[config.mk]
export PLATFORM = sky130hd
export DESIGN_NAME = ir_carrier_qual
export DESIGN_NICKNAME = d
export VERILOG_FILES = /design/src/rtl/ir_qual_pkg.sv /design/src/rtl/ir_edge_sync.sv /design/src/rtl/ir_period_meter.sv /design/src/rtl/ir_cycle_judge.sv /design/src/rtl/ir_envelope_fsm.sv /design/src/rtl/ir_carrier_qual.sv
export SDC_FILE = /design/constraint.sdc
export NUM_CORES = 1
export LEC_CHECK = 0
export ABC_CLOCK_PERIOD_IN_PS = 1200
export BUFFER_PORTS_ARGS = -buffer_cell sky130_fd_sc_hd__buf_2
export CORE_UTILIZATION = 34
export DETAILED_ROUTE_END_ITERATION = 7
export GPL_TIMING_DRIVEN = 1
export HOLD_SLACK_MARGIN = 0.03
export PLACE_DENSITY = 0.46
export SYNTH_ARGS = -nofsm -noshare
export SYNTH_HDL_FRONTEND = slang
export SYNTH_HIERARCHICAL = 1
export SYNTH_SLANG_ARGS = --single-unit
export TNS_END_PERCENT = 100
[constraint.sdc]
create_clock -name clk -period 1.2 [get_ports clk]
set_input_delay 0 -clock clk [delete_from_list [all_inputs] [get_ports clk]]
set_output_delay 0 -clock clk [all_outputs]
set_load 0.1 [all_outputs]
[src/rtl/ir_qual_pkg.sv]
package ir_qual_pkg;

  typedef enum logic [1:0] {
    QS_IDLE  = 2'd0,
    QS_LOCK  = 2'd1,
    QS_PULSE = 2'd2
  } qual_state_e;

endpackage

[src/rtl/ir_edge_sync.sv]
module ir_edge_sync #(
  parameter int SYNC = 2
) (
  input  logic clk,
  input  logic rst_n,
  input  logic clr,
  input  logic ir_in,
  output logic level,
  output logic rise
);

  logic [SYNC:0] sh_q, sh_d;

  always_comb begin
    if (clr) sh_d = '0;
    else     sh_d = {sh_q[SYNC-1:0], ir_in};
  end

  always_ff @(posedge clk or negedge rst_n) begin
    if (!rst_n) sh_q <= '0;
    else        sh_q <= sh_d;
  end

  assign level = sh_q[SYNC-1];
  assign rise  = sh_q[SYNC-1] & ~sh_q[SYNC];


  rise_single_chk: assert property (@(posedge clk) disable iff (!rst_n)
    rise |=> !rise);

endmodule

[src/rtl/ir_period_meter.sv]
module ir_period_meter #(
  parameter int PER_W = 12
) (
  input  logic             clk,
  input  logic             rst_n,
  input  logic             clr,
  input  logic             rise,
  output logic [PER_W-1:0] period,
  output logic             per_valid
);

  localparam logic [PER_W-1:0] CNT_MAX = {PER_W{1'b1}};

  logic [PER_W-1:0] cnt_q, cnt_d;
  logic             seen_q, seen_d;

  always_comb begin
    cnt_d  = cnt_q;
    seen_d = seen_q;
    if (clr) begin
      cnt_d  = '0;
      seen_d = 1'b0;
    end else if (rise) begin
      cnt_d  = PER_W'(1);
      seen_d = 1'b1;
    end else if (cnt_q != CNT_MAX) begin
      cnt_d = cnt_q + 1'b1;
    end
  end

  always_ff @(posedge clk or negedge rst_n) begin
    if (!rst_n) begin
      cnt_q  <= '0;
      seen_q <= 1'b0;
    end else begin
      cnt_q  <= cnt_d;
      seen_q <= seen_d;
    end
  end

  assign period    = cnt_q;
  assign per_valid = rise & seen_q & ~clr;

endmodule

[src/rtl/ir_cycle_judge.sv]
module ir_cycle_judge #(
  parameter int PER_W      = 12,
  parameter int LO_PER_MIN = 862,
  parameter int LO_PER_MAX = 1852,
  parameter int HI_PER_MIN = 100,
  parameter int HI_PER_MAX = 125
) (
  input  logic [PER_W-1:0] period,
  input  logic             per_valid,
  input  logic [PER_W-1:0] center_per,
  input  logic [2:0]       range_code,
  input  logic             band_hi,
  output logic             accept
);

  localparam int PROD_W = PER_W + 3;

  logic [PROD_W-1:0] prod;
  logic [PER_W-1:0]  tol;
  logic [PER_W-1:0]  dev;
  logic [PER_W-1:0]  lim_lo, lim_hi;
  logic              in_band;

  always_comb begin
    prod    = PROD_W'(center_per) * PROD_W'(range_code);
    tol     = PER_W'(prod >> 4);
    dev     = (period >= center_per) ? (period - center_per) : (center_per - period);
    lim_lo  = band_hi ? PER_W'(HI_PER_MIN) : PER_W'(LO_PER_MIN);
    lim_hi  = band_hi ? PER_W'(HI_PER_MAX) : PER_W'(LO_PER_MAX);
    in_band = (period >= lim_lo) && (period <= lim_hi);
    accept  = per_valid && in_band && (dev <= tol);
  end

endmodule

[src/rtl/ir_envelope_fsm.sv]
module ir_envelope_fsm
  import ir_qual_pkg::*;
#(
  parameter int PER_W = 12
) (
  input  logic             clk,
  input  logic             rst_n,
  input  logic             rx_en,
  input  logic             demod_en,
  input  logic             level,
  input  logic             per_valid,
  input  logic             accept,
  input  logic [PER_W-1:0] center_per,
  output logic             env_q,
  output logic             act_q,
  output logic             inr_q
);

  localparam int SIL_W = PER_W + 1;
  localparam logic [SIL_W-1:0] SIL_MAX = {SIL_W{1'b1}};

  qual_state_e      st_q, st_d;
  logic [SIL_W-1:0] sil_q, sil_d;
  logic [SIL_W-1:0] tmo;
  logic             env_d, act_d, inr_d;
  logic             acc_rise, rej_rise, expired;

  assign tmo      = SIL_W'(center_per) + SIL_W'(center_per >> 1);
  assign acc_rise = per_valid & accept;
  assign rej_rise = per_valid & ~accept;
  assign expired  = (sil_q >= tmo) & ~acc_rise;

  always_comb begin
    st_d  = st_q;
    sil_d = sil_q;
    inr_d = inr_q;
    if (!rx_en || !demod_en) begin
      st_d  = QS_IDLE;
      sil_d = '0;
      inr_d = 1'b0;
    end else begin
      if (acc_rise)            sil_d = '0;
      else if (sil_q != SIL_MAX) sil_d = sil_q + 1'b1;
      if (per_valid) inr_d = accept;
      unique case (st_q)
        QS_IDLE:  if (acc_rise) st_d = QS_LOCK;
        QS_LOCK:  if (acc_rise) st_d = QS_PULSE;
                  else if (rej_rise || expired) st_d = QS_IDLE;
        QS_PULSE: if (expired) st_d = QS_IDLE;
        default:  st_d = QS_IDLE;
      endcase
      if (expired && st_q != QS_IDLE) inr_d = 1'b0;
    end
  end

  always_comb begin
    if (!rx_en) begin
      env_d = 1'b0;
      act_d = 1'b0;
    end else if (!demod_en) begin
      env_d = level;
      act_d = level;
    end else begin
      env_d = (st_d == QS_PULSE);
      act_d = (st_d != QS_IDLE);
    end
  end

  always_ff @(posedge clk or negedge rst_n) begin
    if (!rst_n) begin
      st_q  <= QS_IDLE;
      sil_q <= '0;
      env_q <= 1'b0;
      act_q <= 1'b0;
      inr_q <= 1'b0;
    end else begin
      st_q  <= st_d;
      sil_q <= sil_d;
      env_q <= env_d;
      act_q <= act_d;
      inr_q <= inr_d;
    end
  end


  disabled_quiet_chk: assert property (@(posedge clk) disable iff (!rst_n)
    !rx_en |=> (!env_q && !act_q && !inr_q));


  pulse_needs_accept_chk: assert property (@(posedge clk) disable iff (!rst_n)
    (demod_en && $past(demod_en) && $rose(env_q)) |-> $past(acc_rise));


  pulse_implies_active_chk: assert property (@(posedge clk) disable iff (!rst_n)
    env_q |-> act_q);


  bypass_no_range_chk: assert property (@(posedge clk) disable iff (!rst_n)
    !demod_en |=> !inr_q);


  silence_ends_pulse_chk: assert property (@(posedge clk) disable iff (!rst_n)
    (rx_en && demod_en && expired) |=> !env_q);

endmodule

[src/rtl/ir_carrier_qual.sv]
module ir_carrier_qual #(
  parameter int PER_W      = 12,
  parameter int SYNC       = 2,
  parameter int LO_PER_MIN = 862,
  parameter int LO_PER_MAX = 1852,
  parameter int HI_PER_MIN = 100,
  parameter int HI_PER_MAX = 125
) (
  input  logic             clk,
  input  logic             rst_n,
  input  logic             rx_en,
  input  logic             ir_in,
  input  logic             demod_en,
  input  logic             band_hi,
  input  logic [PER_W-1:0] center_per,
  input  logic [2:0]       range_code,
  output logic             envelope,
  output logic             in_range,
  output logic             rx_active
);

  logic [1:0]       rst_sh;
  logic             rst_n_s;
  logic             lvl, rise, per_valid, accept;
  logic [PER_W-1:0] period;

  always_ff @(posedge clk or negedge rst_n) begin
    if (!rst_n) rst_sh <= 2'b00;
    else        rst_sh <= {rst_sh[0], 1'b1};
  end
  assign rst_n_s = rst_sh[1];

  ir_edge_sync #(.SYNC(SYNC)) u_sync (
    .clk   (clk),
    .rst_n (rst_n_s),
    .clr   (~rx_en),
    .ir_in (ir_in),
    .level (lvl),
    .rise  (rise)
  );

  ir_period_meter #(.PER_W(PER_W)) u_meter (
    .clk       (clk),
    .rst_n     (rst_n_s),
    .clr       (~rx_en),
    .rise      (rise),
    .period    (period),
    .per_valid (per_valid)
  );

  ir_cycle_judge #(
    .PER_W      (PER_W),
    .LO_PER_MIN (LO_PER_MIN),
    .LO_PER_MAX (LO_PER_MAX),
    .HI_PER_MIN (HI_PER_MIN),
    .HI_PER_MAX (HI_PER_MAX)
  ) u_judge (
    .period     (period),
    .per_valid  (per_valid),
    .center_per (center_per),
    .range_code (range_code),
    .band_hi    (band_hi),
    .accept     (accept)
  );

  ir_envelope_fsm #(.PER_W(PER_W)) u_fsm (
    .clk        (clk),
    .rst_n      (rst_n_s),
    .rx_en      (rx_en),
    .demod_en   (demod_en),
    .level      (lvl),
    .per_valid  (per_valid),
    .accept     (accept),
    .center_per (center_per),
    .env_q      (envelope),
    .act_q      (rx_active),
    .inr_q      (in_range)
  );

endmodule

==> results of run 1 <==
## sequential cells by signal (all words and copies together) (netlist names)
signal          cells
rst_sh              2
u_fsm/act_q         1
u_fsm/env_q         1
u_fsm/inr_q         1
u_fsm/sil_q        13
u_fsm/st_q          2
u_meter/period     12
u_meter/seen_q      1
u_sync/sh_q         3
## area by class of cell
cell class                 count  area [um^2]
tap                          184        230.2
sequential                    36        909.6
clock inverter                 2        35.03
clock buffer                   6        128.9
inverter                      73        276.5
timing repair buffer         220         1689
fill                        1417         7186
multi-input combinational    505         4189
## per-stage QoR
stage | area (um^2) | power [mW] | std cells | TNS (ps) | hold slack (ps)
3_3_place_gp | 6997 | 3.664 | 1009 | -59520 | -215.3
4_1_cts | 7365 | 5.287 | 1025 | -57860 | 104.4
5_1_grt | 7458 | 5.714 | 1026 | -63910 | 140.1
2_1_floorplan | 5366 | 2.734 | 628 | -50810 | -295.6
6_report | 7458 | 5.313 | 1026 | -58600 | 107.5
3_5_place_dp | 6997 | 3.712 | 1009 | -61170 | -211.4
## layer usage
layer  global-route usage  part of all wire
met1               0.2519              0.47
met2               0.3687              0.49
met3              0.01027             0.014
met4              0.07604             0.028
met5                    0                 0
## cells in the mapped netlist, types with 3 or more instances
master,instances
nand2_1,55
or3_1,7
nor3_1,13
o31ai_1,4
a211oi_1,3
a2111o_1,3
and3_1,3
o21ai_0,23
nand2b_1,5
nand3_1,14
buf_6,4
nand4_1,8
o211ai_1,5
xor2_1,12
xnor2_1,24
o2111ai_1,3
o21bai_1,7
dfrtp_1,36
nand3_2,3
nor4_1,5
and2_1,10
or2_2,4
a21o_1,12
inv_1,73
o21a_1,9
nor2b_1,10
mux2i_1,10
clkbuf_1,5
a21oi_1,48
nor2_1,45
buf_2,4
ha_1,82
a211o_1,3
a31oi_1,9
or4_1,5
o21ai_1,5
fa_1,13
## report_power, final
part / total (mW) / internal [mW] / switching [mW]
Combinational: 2.60 / 1.31 / 1.29
Clock: 1.46 / 0.976 / 0.480
Sequential: 1.26 / 1.24 / 0.0178
Total: 5.31 / 3.53 / 1.78
## worst max path at each step
stage | slack [ps] | to
2_1_floorplan | -3040 | u_fsm/act_q$_DFF_PN0_
3_3_place_gp | -3300 | u_fsm/act_q$_DFF_PN0_
3_5_place_dp | -3420 | u_fsm/act_q$_DFF_PN0_
4_1_cts | -3240 | u_fsm/act_q$_DFF_PN0_
5_1_grt | -3410 | u_fsm/sil_q[5]$_DFFE_PN0P_
6_report | -3190 | u_fsm/act_q$_DFF_PN0_
## timing repair
action / in CTS / in global routing
pin swaps: 8 / 6
endpoints found under the hold margin: 5 / 0
setup buffers: 3 / 1
resized for setup: 22 / 19
cloned: 1 / 0
endpoints found under the setup margin: 30 / 30
hold buffers: 4 / 0
## kinds of logic (layout without fill, tap and decap cells)
group / count (synthesis) / in the layout / share of synthesized area
AOI/OAI and AO/OA: 162 / 162 / 0.2175
xor gates and xnor gates: 36 / 36 / 0.06118
adders and majority gates: 95 / 95 / 0.2496
buffers and inverters: 87 / 301 / 0.07089
DFF: 36 / 36 / 0.1748
muxes: 11 / 11 / 0.02161
other: 1 / 1 / 0.0007276
and+or+nand+nor: 200 / 200 / 0.2037
## worst register-to-register path: cells and delay by family (launching register included)
family,cells,cell delay (ps)
adder cells (fa/ha/maj),3,780
buffers and inverters,4,430
AO/OA/AOI/OAI,6,1110
AND/OR/NAND/NOR,7,1060
XOR/XNOR,1,140
flip-flops,1,420
multiplexers,2,360
==> impl_metrics.tcl, run 1 <==
set metrics [dict create \
    status "finished with violations" \
    failed_checks "negative setup slack" \
    slew_headroom 0.6766 \
    crit_buf_inv 4 \
    startpoint "u_meter/period[0]$_DFFE_PN0P_" \
    via_count 5178 \
    place.gp.congestion 0.8946 \
    synth_seq_cells 36 \
    hold_viol 0 \
    first_pass_iters 4 \
    hold_class "in -> reg" \
    r2r_cells 23 \
    cts.sinks 36 \
    finalSetupViolations 30 \
    ys_types 73 \
    final_common_cell "buf_4" \
    cp_slowest_cell "or4_4" \
    synth_area_leaders "ha_1 20%, dfrtp_1 17%, inv_1 5.3%, fa_1 5.0%, a21oi_1 4.7%" \
    wire_per_inst_um 14.69 \
    fin_nets 957 \
    synthCells 628 \
    ys_seq_area_frac 0.1748 \
    period_minus_slack_ps 4388 \
    worst_pin_slew_ps 472.8 \
    worstPathCellList "inv_4 > ha_4 > inv_2 > fa_2 > nand3_2 > nand3_2 > a221oi_4 > buf_12 > mux2i_2 > buf_4 > a22oi_2 > xnor2_1 > ha_1 > nand3_2 > or4_4 > o221ai_4 > o2111ai_1 > mux2i_1 > nand2_1 > nor2_2 > nor2_1 > a2111o_1 > a31oi_1" \
    hold-path-endpoint "u_meter/period[0]$_DFFE_PN0P_" \
    clk_pin_slew_ps 50 \
    ys.flop_type "dfrtp_1" \
    fin_skew_ps 6.619 \
    numPortBuffers 23 \
    dpl.hpwl_um 12800 \
    cp-start-kind "flip-flop" \
    start_util 0.3519 \
    drc 0 \
    path_class "reg -> reg" \
    area_delta_synth_final_pct 44.72 \
    slowest_delay_ps 540 \
    cts_made_buffers 5 \
    htree_levels 2 \
    worstPathArrival_ps 4590 \
    rsz0062_at_grt "true" \
    rr_startpoint "u_meter/period[0]$_DFFE_PN0P_" \
    cts_tree "done" \
    power_leakage_nw 3.724 \
    wl_um 15080 \
    coreArea_um2 14640 \
    hold_depth 4 \
    worstPathMaxFanout 6 \
    post-place-ws_ps -3425 \
    vias_per_cell 5.047 \
    cp_top_family "compound AO/OA/AOI/OAI gates" \
    crit_top_cell "nand3_2" \
    gr-total-overflow 0 \
    min_period_over_period 3.656 \
    track_usage 0.2026 \
    synth-edff-count 0 \
    yosysTopAreaCellShare 0.1991 \
    cp-end-kind "flip-flop" \
    die-height_um 125.1 \
    grt_max_degree 35 \
    ios 24 \
    drt_iter0_markers 203 \
    synth-warning-count 6 \
    grt_pass1_wl_um 25560 \
    die_w_um 125.1 \
    ir_drop_mv 0.9412 \
    hold_path_startpoint "rx_en" \
    drive_gt1_frac 0.3492 \
    cts_buffer_depth 2 \
    regToRegEndpoint "u_fsm/act_q$_DFF_PN0_" \
    grt_pass1_vias 5440 \
    async_flop_share 1.000 \
    detail-route-antenna-nets 0 \
    antennaDiodeCount 0 \
    synth_area_um2 5154 \
    final_core_util 0.5093 \
    die_area_um2 15650 \
    fmax_mhz 227.9 \
    yosys.area.top_type "ha_1" \
    crit_cells 23 \
    syn-num-nets 744 \
    r2r_setup_slack_ps -3190 \
    clockRootBuffer "clkbuf_16" \
    final_cell_mix "183 x buf_4, 78 x ha_1, 71 x inv_1, 52 x nand2_1, 44 x a21oi_1" \
    clk_latency_ps 280 \
    drv_cap 0 \
    grt_antenna_before_repair 0 \
    cp.required_ps 1400 \
    slew_violations 0 \
    p_per_area_nw_per_um2 712.3 \
    avgSynthCellArea_um2 8.207 \
    fin_ws_ps -3188 \
    rows 44 \
]
Note: power is estimated with default switching activity, not from simulation.
==> run 2: changes to the inputs <==
--- a/config.mk
+++ b/config.mk
@@ -7,6 +7,7 @@
 export LEC_CHECK = 0
 export ABC_CLOCK_PERIOD_IN_PS = 1200
 export BUFFER_PORTS_ARGS = -buffer_cell sky130_fd_sc_hd__buf_2
+export CORE_ASPECT_RATIO = 1.25
 export CORE_UTILIZATION = 34
 export DETAILED_ROUTE_END_ITERATION = 7
 export GPL_TIMING_DRIVEN = 1
==> impl_metrics.tcl, run 2 (synthesis results as in run 1) <==
set metrics [dict create \
    final_core_util 0.5075 \
    power_leakage_nw 3.674 \
    p_per_area_nw_per_um2 732.2 \
    worstPathArrival_ps 4600 \
    cts_tree "done" \
    period_minus_slack_ps 4399 \
    crit_top_cell "nand3_2" \
    grt_pass1_vias 5357 \
    drt_iter0_markers 181 \
    largest_reg_flops 13 \
    slew_violations 0 \
    vias_per_cell 5.198 \
    clockRootBuffer "clkbuf_16" \
    crit_buf_inv 3 \
    via_count 5229 \
    grt_max_degree 28 \
    rows 49 \
    cp_top_family "compound AO/OA/AOI/OAI gates" \
    detail-route-antenna-nets 0 \
    cts_buffer_depth 2 \
    first_pass_iters 6 \
    drc 1 \
    fmax_mhz 227.3 \
    finalSetupViolations 30 \
    clk_latency_ps 280 \
    final_common_cell "buf_4" \
    fin_skew_ps 5.315 \
    fin_nets 943 \
    failed_checks "design-rule violations, negative setup slack" \
    status "finished with violations" \
    area_delta_synth_final_pct 43.70 \
    p_total_mw 5.422 \
    path_class "reg -> reg" \
    wire_per_inst_um 15.48 \
    coreArea_um2 14590 \
    cts.sinks 36 \
    top_register "u_fsm/sil_q" \
    clk_pin_slew_ps 60 \
    drive_gt1_frac 0.3454 \
    cp-end-kind "flip-flop" \
    fin_ws_ps -3199 \
    whs_ps 107.1 \
    ios 24 \
    die-height_um 139.7 \
    cts_made_buffers 5 \
    track_usage 0.2055 \
    hold_class "in -> reg" \
    wl_um 15570 \
    min_period_over_period 3.666 \
    place.gp.congestion 0.8506 \
    numPortBuffers 23 \
    grt_pass1_wl_um 25790 \
    worstPathCellList "inv_2 > ha_4 > inv_2 > fa_2 > nand3_2 > nand3_2 > a221oi_4 > buf_6 > mux2i_4 > a22oi_2 > xnor2_2 > ha_1 > nand3_2 > or4_4 > o221ai_4 > o2111ai_1 > mux2i_1 > nand2_1 > nor2_2 > nor2_1 > a2111o_1 > a31oi_1" \
    rsz0062_at_grt "true" \
    die_area_um2 15660 \
    drv_cap 0 \
    worstPathMaxFanout 3 \
    cp-start-kind "flip-flop" \
    final_cell_mix "160 x buf_4, 79 x ha_1, 71 x inv_1, 52 x nand2_1, 42 x nor2_1" \
    ir_drop_mv 0.9053 \
    slowest_delay_ps 530 \
    start_util 0.3532 \
    antennaDiodeCount 0 \
    cp.required_ps 1400 \
    die_w_um 112.1 \
    grt_antenna_before_repair 0 \
    dpl.hpwl_um 12950 \
    cp_slowest_cell "or4_4" \
    hold_viol 0 \
    largest_registers "u_fsm/sil_q (13), u_meter/period (12), u_sync/sh_q (3)" \
    fillers 1413 \
    gr-total-overflow 0 \
    htree_levels 2 \
]
-- run 2: area by class of cell --
type	instances	area, um^2	share of cell area
Multi-Input combinational cell	505	4213	0.5688
Clock buffer	7	152.6	0.02061
Timing Repair Buffer	206	1604	0.2166
Inverter	73	274.0	0.03700
Clock inverter	1	30.03	0.004055
Tap cell	178	222.7	0.03007
Sequential cell	36	909.6	0.1228
-- run 2: final timing paths --
check,from,to,slack [ps],cells past startpoint
setup / recovery,u_meter/period[0]$_DFFE_PN0P_,u_fsm/act_q$_DFF_PN0_,-3200,22
hold reg to reg,rst_sh[1]$_DFF_PN0_,u_meter/period[10]$_DFFE_PN0P_,160,0
setup reg to reg,u_meter/period[0]$_DFFE_PN0P_,u_fsm/act_q$_DFF_PN0_,-3200,22
hold / removal,rx_en,u_meter/period[0]$_DFFE_PN0P_,110,4
min in group asynchronous,rst_sh[1]$_DFF_PN0_,u_meter/period[10]$_DFFE_PN0P_,160,0
max in group asynchronous,rst_n,rst_sh[1]$_DFF_PN0_,520,3
-- run 2: worst register-to-register path: cells and delay by family (launching register included) --
family / cells / cell delay [ps]
flip-flops: 1 / 410
AO/OA/AOI/OAI: 6 / 1130
buffers and inverters: 3 / 300
AND/OR/NAND/NOR: 7 / 1050
XOR/XNOR: 1 / 170
multiplexers: 2 / 430
adder cells (fa/ha/maj): 3 / 800
-- run 2: report_power, final --
part / total, mW / internal, mW / switching, mW
logic: 2.58 / 1.27 / 1.31
clock network: 1.58 / 1.09 / 0.486
registers: 1.26 / 1.24 / 0.0218
-- run 2: what timing repair did --
item | in CTS | in global routing
gates resized for setup | 33 | 22
pin swaps | 9 | 10
endpoints found under the hold margin | 5 | 0
buffers inserted | 2 | 1
setup endpoints to repair | 30 | 30
cloned | 1 | 0
hold buffers | 4 | 0
-- run 2: per-stage QoR --
step	TNS (ps)	instances	setup WS [ps]	area, um^2
floorplan	-50810	628	-3041	5366
global placement	-59870	990	-3320	6879
detailed placement	-61180	990	-3421	6879
CTS	-57420	1005	-3176	7303
global route	-62430	1006	-3402	7406
finish	-58010	1006	-3199	7406
-- run 2: routing by layer --
layer | wire length (um) | share of wire | vias up | global-route usage
met5 | 0 | 0 | - | 0
met4 | 575 | 0.037 | 0 | 0.09123
met3 | 267 | 0.017 | 30 | 0.01263
met2 | 7839 | 0.50 | 72 | 0.3710
met1 | 6886 | 0.44 | 2489 | 0.2497
li1 | - | - | 2638 | -
